--- config.mk ---
export PLATFORM = sky130hd
export DESIGN_NAME = adcrd_port
export DESIGN_NICKNAME = d
export VERILOG_FILES = /design/src/rtl/adcrd_pkg.sv /design/src/rtl/adcrd_in_stage.sv /design/src/rtl/adcrd_res_latch.sv /design/src/rtl/adcrd_byte_sel.sv /design/src/rtl/adcrd_port.sv
export SDC_FILE = /design/constraint.sdc
export NUM_CORES = 1
export LEC_CHECK = 0
export BUFFER_PORTS_ARGS = -buffer_cell sky130_fd_sc_hd__buf_2
export CORE_MARGIN = 1.5
export CORE_UTILIZATION = 30
export CTS_BUF_LIST = sky130_fd_sc_hd__clkbuf_8 sky130_fd_sc_hd__clkbuf_16
export CTS_CLUSTER_SIZE = 30
export DETAILED_ROUTE_END_ITERATION = 8
export PLACE_DENSITY = 0.53
export SETUP_SLACK_MARGIN = 0.15
export SYNTH_ARGS = -nofsm -noshare
export SYNTH_HDL_FRONTEND = slang
export SYNTH_SLANG_ARGS = --single-unit
--- constraint.sdc ---
create_clock -name clk -period 1.7 [get_ports clk]
set_input_delay 0.17 -clock clk [delete_from_list [all_inputs] [get_ports clk]]
set_output_delay 0.17 -clock clk [all_outputs]
set_load 0.005 [all_outputs]
--- src/rtl/adcrd_pkg.sv ---
package adcrd_pkg;
  typedef enum logic {
    PH_HI = 1'b0,
    PH_LO = 1'b1
  } phase_t;
endpackage

--- src/rtl/adcrd_in_stage.sv ---
module adcrd_in_stage #(
  parameter int RES_W = 10
) (
  input  logic             clk,
  input  logic             rst,
  input  logic             cs_n,
  input  logic             rd_n,
  input  logic             busy,
  input  logic [RES_W-1:0] conv_result,
  output logic             access,
  output logic             acc_end,
  output logic             busy_q,
  output logic             busy_up,
  output logic             busy_dn,
  output logic [RES_W-1:0] res_q
);
  logic cs_q, rd_q, rd_d, busy_d;

  always_ff @(posedge clk) begin
    if (rst) begin
      cs_q   <= 1'b1;
      rd_q   <= 1'b1;
      rd_d   <= 1'b1;
      busy_q <= 1'b0;
      busy_d <= 1'b0;
      res_q  <= '0;
    end else begin
      cs_q   <= cs_n;
      rd_q   <= rd_n;
      rd_d   <= rd_q;
      busy_q <= busy;
      busy_d <= busy_q;
      res_q  <= conv_result;
    end
  end

  always_comb begin
    access  = !cs_q && !rd_q;
    acc_end = rd_q && !rd_d && !cs_q;
    busy_up = busy_q && !busy_d;
    busy_dn = !busy_q && busy_d;
  end

  // an access end is the rising edge of the read strobe with select held low
  p_end_follows_access_r9: assert property (@(posedge clk) disable iff (rst)
    acc_end |-> $past(access));
endmodule

--- src/rtl/adcrd_res_latch.sv ---
module adcrd_res_latch #(
  parameter int RES_W = 10
) (
  input  logic             clk,
  input  logic             rst,
  input  logic             load,
  input  logic [RES_W-1:0] din,
  output logic [RES_W-1:0] hold
);
  always_ff @(posedge clk) begin
    if (rst)       hold <= '0;
    else if (load) hold <= din;
  end

  // the held result changes only after a busy falling edge
  p_hold_stable_r8: assert property (@(posedge clk) disable iff (rst)
    !load |=> $stable(hold));
endmodule

--- src/rtl/adcrd_byte_sel.sv ---
module adcrd_byte_sel
  import adcrd_pkg::*;
#(
  parameter int RES_W = 10,
  parameter int BUS_W = 8
) (
  input  logic             clk,
  input  logic             rst,
  input  logic             access,
  input  logic             acc_end,
  input  logic             busy_q,
  input  logic             busy_up,
  input  logic [RES_W-1:0] hold,
  output logic [BUS_W-1:0] bus_data,
  output logic             bus_oe,
  output logic             rd_invalid
);
  localparam int LO_W  = RES_W - BUS_W;
  localparam int PAD_W = BUS_W - LO_W;

  phase_t           phase;
  logic [BUS_W-1:0] byte_hi, byte_lo, byte_sel;

  always_ff @(posedge clk) begin
    if (rst)          phase <= PH_HI;
    else if (busy_up) phase <= PH_HI;
    else if (acc_end) phase <= (phase == PH_HI) ? PH_LO : PH_HI;
  end

  always_comb begin
    byte_hi  = hold[RES_W-1:LO_W];
    byte_lo  = {hold[LO_W-1:0], {PAD_W{1'b0}}};
    byte_sel = (phase == PH_LO) ? byte_lo : byte_hi;
  end

  always_ff @(posedge clk) begin
    if (rst) begin
      bus_data   <= '0;
      bus_oe     <= 1'b0;
      rd_invalid <= 1'b0;
    end else begin
      bus_oe     <= access;
      bus_data   <= access ? byte_sel : '0;
      rd_invalid <= access && busy_q;
    end
  end

  // busy rising always brings the phase back to the upper byte
  p_phase_clear_r6: assert property (@(posedge clk) disable iff (rst)
    busy_up |=> phase == PH_HI);
  // each completed access flips the phase when busy is not rising
  p_phase_flip_r5: assert property (@(posedge clk) disable iff (rst)
    (acc_end && !busy_up) |=> phase != $past(phase));
  // without an access end or busy rise the phase holds
  p_phase_hold_r9: assert property (@(posedge clk) disable iff (rst)
    (!acc_end && !busy_up) |=> $stable(phase));
  // the invalid flag only accompanies a driven bus
  p_invalid_in_access_r7: assert property (@(posedge clk) disable iff (rst)
    rd_invalid |-> bus_oe);
endmodule

--- src/rtl/adcrd_port.sv ---
module adcrd_port #(
  parameter int RES_W = 10,
  parameter int BUS_W = 8
) (
  input  logic             clk,
  input  logic             rst,
  input  logic             cs_n,
  input  logic             rd_n,
  input  logic             busy,
  input  logic [RES_W-1:0] conv_result,
  output logic [BUS_W-1:0] bus_data,
  output logic             bus_oe,
  output logic             rd_invalid
);
  logic             access, acc_end, busy_q, busy_up, busy_dn;
  logic [RES_W-1:0] res_q, hold;

  adcrd_in_stage #(.RES_W(RES_W)) in_i (
    .clk(clk), .rst(rst), .cs_n(cs_n), .rd_n(rd_n), .busy(busy),
    .conv_result(conv_result), .access(access), .acc_end(acc_end),
    .busy_q(busy_q), .busy_up(busy_up), .busy_dn(busy_dn), .res_q(res_q)
  );

  adcrd_res_latch #(.RES_W(RES_W)) latch_i (
    .clk(clk), .rst(rst), .load(busy_dn), .din(res_q), .hold(hold)
  );

  adcrd_byte_sel #(.RES_W(RES_W), .BUS_W(BUS_W)) sel_i (
    .clk(clk), .rst(rst), .access(access), .acc_end(acc_end),
    .busy_q(busy_q), .busy_up(busy_up), .hold(hold),
    .bus_data(bus_data), .bus_oe(bus_oe), .rd_invalid(rd_invalid)
  );

  // a registered access shows up as the driver enable one edge later
  p_enable_r1: assert property (@(posedge clk) disable iff (rst)
    access |=> bus_oe);
  // the bus is quiet when not driven
  p_quiet_bus_r2: assert property (@(posedge clk) disable iff (rst)
    !bus_oe |-> bus_data == '0);
endmodule

Yosys cells after proc, flatten, opt, wreduce, memory -nomap -nowiden
Cells that the tools add are included.
{ "classes": {"mux": 2, "bitwise": 1, "reduce_logical": 14} }
{ "ops": {"columns": ["op", "count"], "rows": [
  ["$mux 8", 1],
  ["$logic_and 1x1->1", 6],
  ["$logic_not 1->1", 5],
  ["$reduce_or 2->1", 2],
  ["$reduce_or 3->1", 1],
  ["$mux 1", 1],
  ["$not 1->1", 1]
]} }
{ "totals": {"ff_bits": 36, "in_bits": 15, "elab_cells": 29} }

Logic depth before layout (Yosys ltp)
{ "depth": {"depth_word": 4, "mapped_depth": 4, "mapped_depth_nobuf": 3} }

Modules after synthesis
A second synthesis with hierarchy kept.
{ "hier_totals": {"hier_cells": 94, "area_unflattened_um2": 1119.8} }
{ "modules_own_cells": {"columns": ["module", "instances", "cells_per_inst", "area_per_inst_um2", "seq_area_each_um2"], "rows": [
  ["adcrd_in_stage", 1, 35, 434.2, 300.3],
  ["adcrd_res_latch", 1, 32, 352.8, 200.2],
  ["adcrd_byte_sel", 1, 27, 332.8, 220.2]
]} }

Worst setup path before layout
OpenSTA, ideal clock, no wires.
{ "synth_timing": {"path_kind": "reg-to-reg", "from": "register in_i.rd_q", "to": "register sel_i.bus_data[0]", "setup_time_ps": 59, "t_arrival_ps": 919, "path_slack_ps": 722, "stages_incl_launch_ff": 4, "path_cell_list": "dfxtp_1 -> or3_4 -> nor2_4 -> and2_1"} }
{ "synth_via": {"elab_chain_cells": 4} }
{ "synth_rtl": {"columns": ["item", "line_no", "rtl"], "rows": [
  ["from (decl)", "adcrd_in_stage.sv:17", "logic cs_q, rd_q, rd_d, busy_d;"],
  ["from (signal assigned)", "adcrd_in_stage.sv:29", "rd_q <= rd_n;"],
  ["$logic_not 1->1", "adcrd_in_stage.sv:38", "access = !cs_q && !rd_q;"],
  ["$logic_and 1x1->1", "adcrd_in_stage.sv:38", null],
  ["$not 1->1 (no source line)", null, null],
  ["$reduce_or 3->1 (no source line)", null, null],
  ["to (signal assigned)", "adcrd_byte_sel.sv:43", "bus_data <= access ? byte_sel : '0;"],
  ["to (decl)", "adcrd_byte_sel.sv:14", "output logic [BUS_W-1:0] bus_data,"]
]} }
Every way passes these cells.
A chain may end at the register's enable or synchronous reset.

Final worst setup path
{ "layout_timing": {"from": "register in_i.busy_d", "to": "register latch_i.hold[7]"} }
{ "layout_via": {"elab_chain_cells": 1} }
{ "layout_rtl": {"columns": ["item", "line_no", "rtl"], "rows": [
  ["from (decl)", "adcrd_in_stage.sv:17", null],
  ["from (signal assigned)", "adcrd_in_stage.sv:32", "busy_d <= busy_q;"],
  ["$logic_and 1x1->1", "adcrd_in_stage.sv:41", "busy_dn = !busy_q && busy_d;"],
  ["to (signal assigned)", "adcrd_res_latch.sv:12", "else if (load) hold <= din;"],
  ["to (decl)", "adcrd_res_latch.sv:8", "output logic [RES_W-1:0] hold"]
]} }
Every way passes these cells.

==> impl_results.md <==
* Status: completed
* Flops & latches, synth at 36
* Int Pwr at 1.26 mW
* CTS tree: yes
* Largest net degree at the start of global routing at 27
* H-tree depth at 2
* Gr usage total at 9.48%
* CP startpoint: in_i.busy_d
* Die Span X at 63.6 microns
* RSZ-0062 raised after global routing: no
* IO Pins at 25
* DR vias at 704
* Tcrit/Tclk final at 68.0%
* Post-DRT Antenna Nets at 0
* Sequential Power Share at 56.4%
* Leakage at 0.576 nW
* Critical Path AT at 1370 ps
* Min cycle time layout at 1160 ps
* Longest Clk Path Bufs at 2
* Iteration-0 DRC Markers at 4
* Min-Delay Startpoint: rd_n
* Per-cell routed wire length at 8.95 microns
* ANT cells at 0
* Worst-Margin Slew at 568 ps
* Post-route cell area at 1360 sq um
* Vias in the first global route at 668
* Clock slew at reported path FFs at 60 ps
* First-pass GRT wire length at 2790 microns
* Yosys warns at 0
* Clock power share at 40.2%
* Kind of critical path: flop to flop
* Latest clock arrival within the worst-skew pair at 280 ps
* DRT Wirelength at 1600 microns
* First-pass DRT Iterations at 2
* Setup Buffers After CTS at 0
* PwrDens at 1140 nW/um^2
* Core box area at 3420 sq um
* Syn Inst Count at 105
* Post-synth ARST share at 0%
* Setup crit start kind: flop
* Clock skew at 3.21 ps
* Crit path max fanout at 10
* Max Slew Vio Count at 0
* Max-capacitance violation count at 0
* Area Overhead vs Synth at 23.9%
* Final GP Congestion at 0.661
* Setup WS post-layout at 544 ps
* Comb pwr share at 3.4%
* Dpl hpwl at 1180 microns
* Post-Place Setup Slack at 552 ps
* Library cells used by synthesis at 18
* Power Total at 1.55 mW
* Switch Pwr at 297 uW
* DIE AREA at 4040 sq um
* I/O Buffers at 24
* Fmax at 0.865 GHz
* Final Hold Vio Count at 0
* Post-CTS sizing at 0
* Reg-to-reg startpoint: in_i.busy_d
* # setup viols final at 0
* Std-Cell Rows at 21
* Vias per cell at 3.93
* Die Y at 63.6 microns
* CTS Buf Count at 5
* Cell Area, Placed at 1270 sq um
* Number of flops mapped to enable cells by yosys at 0
* Worst rel slew slack at 62.0%
* CTS root buf: clkbuf_8
* CTS Hold Bufs at 0
* Commonest non-fill, non-tap cell in the layout: dfxtp_1
* CTS Sinks at 36
* Initial antenna violation count at 0
* Layout Nets at 148
* DRC Markers at 0
* Syn avg cell area at 10.5 sq um
* Sw Share at 19.1%
* Sequential fraction of the synthesis area at 65.5%
* Placed Cells incl. Taps at 172
* Main synth FF type: dfxtp_1
* Worst setup EP type: flop
* Worst min-delay path class: input pin to flop
* Synth Net Count at 120
* Most frequent cells in the layout: dfxtp_1, buf_2, nand2_1
* Post-route setup TNS at 0 ps
* Synth Cell Area at 1100 sq um
* Final cell count without fillers at 179
* Grt ovf at 0
* Worst IR Drop VDD at 0.538 mV
* CP Data Required Time at 1910 ps
* Layout cell share with drive strength beyond 1 at 27.8%
* Initial Util at 32.2%
==> Yosys cell counts (2+ instances only) <==
cell type | instances | area, sq um
nor2_1 | 2 | 7.51
dfxtp_1 | 36 | 721
nor2b_1 | 10 | 62.6
and2b_1 | 4 | 30.0
buf_2 | 3 | 15.0
nand2_1 | 20 | 75.1
or2_2 | 3 | 18.8
a21oi_1 | 10 | 50.1
mux2i_1 | 2 | 20.0
and2_1 | 7 | 43.8
==> layout make-up <==
type,instances,area [sq um]
Multi-Input combinational cell,64,358
Inverter,1,3.75
Fill cell,374,2050
Tap cell,46,57.6
Clock buffer,7,96.3
Timing Repair Buffer,25,128
Sequential cell,36,721
==> logic make-up (layout without fill, tap and decap cells) <==
kind of cell | after synthesis | after routing | synth area share, %
buffers and inverters | 5 | 33 | 2.04
and+or+nand+nor | 51 | 51 | 25.3
muxes | 2 | 2 | 1.82
AOI/OAI and AO/OA | 10 | 10 | 4.55
xor gates and xnor gates | 1 | 1 | 0.796
DFF | 36 | 36 | 65.5
==> metrics by stage <==
stage               hold WS [ps]  util [%]
floorplan                    242         -
global placement             354      37.1
detailed placement           357      37.1
CTS                         63.8      39.9
global route                72.5      39.9
finish                      72.3      39.9
==> critical path, cell delays in order, from the launching register on <==
cell	delay [ps]
dfxtp_1	340
nor2b_1	490
nand2_1	120
a21oi_1	140
==> routing by layer <==
metal  up-vias  track usage [%]  wire length, microns
met5         -                0                     0
met4         0             9.78                    67
met1       295             9.59                   718
met3         7             4.46                   113
met2        22             13.8                   702
li1        380                -                     -
==> worst paths after layout <==
| path | to | depth (start not counted) | slack, ps |
|---|---|---|---|
| worst min register to register | latch_i.hold[8] | 2 | 440 |
| worst max register to register | latch_i.hold[7] | 3 | 540 |
| worst max-delay path | latch_i.hold[7] | 3 | 540 |
| worst min-delay path | in_i.rd_q | 2 | 70 |
==> power groups by stage <==
stage               Combinational [mW]  Sequential, mW  Clock, mW
CTS                             0.0551           0.877      0.643
global placement                0.0532           0.896          0
floorplan                       0.0331           0.893          0
finish                          0.0535           0.877      0.624
detailed placement              0.0549           0.895          0
global route                    0.0616           0.878      0.685
==> sequential cells by signal, indices dropped and copies added, names as in the netlist <==
name,cells
in_i.res_q,10
latch_i.hold,10
sel_i.bus_data,8
in_i.busy_d,1
in_i.busy_q,1
in_i.cs_q,1
in_i.rd_d,1
in_i.rd_q,1
sel_i.bus_oe,1
sel_i.phase,1
sel_i.rd_invalid,1
Note: power is estimated with default switching activity, not from simulation.
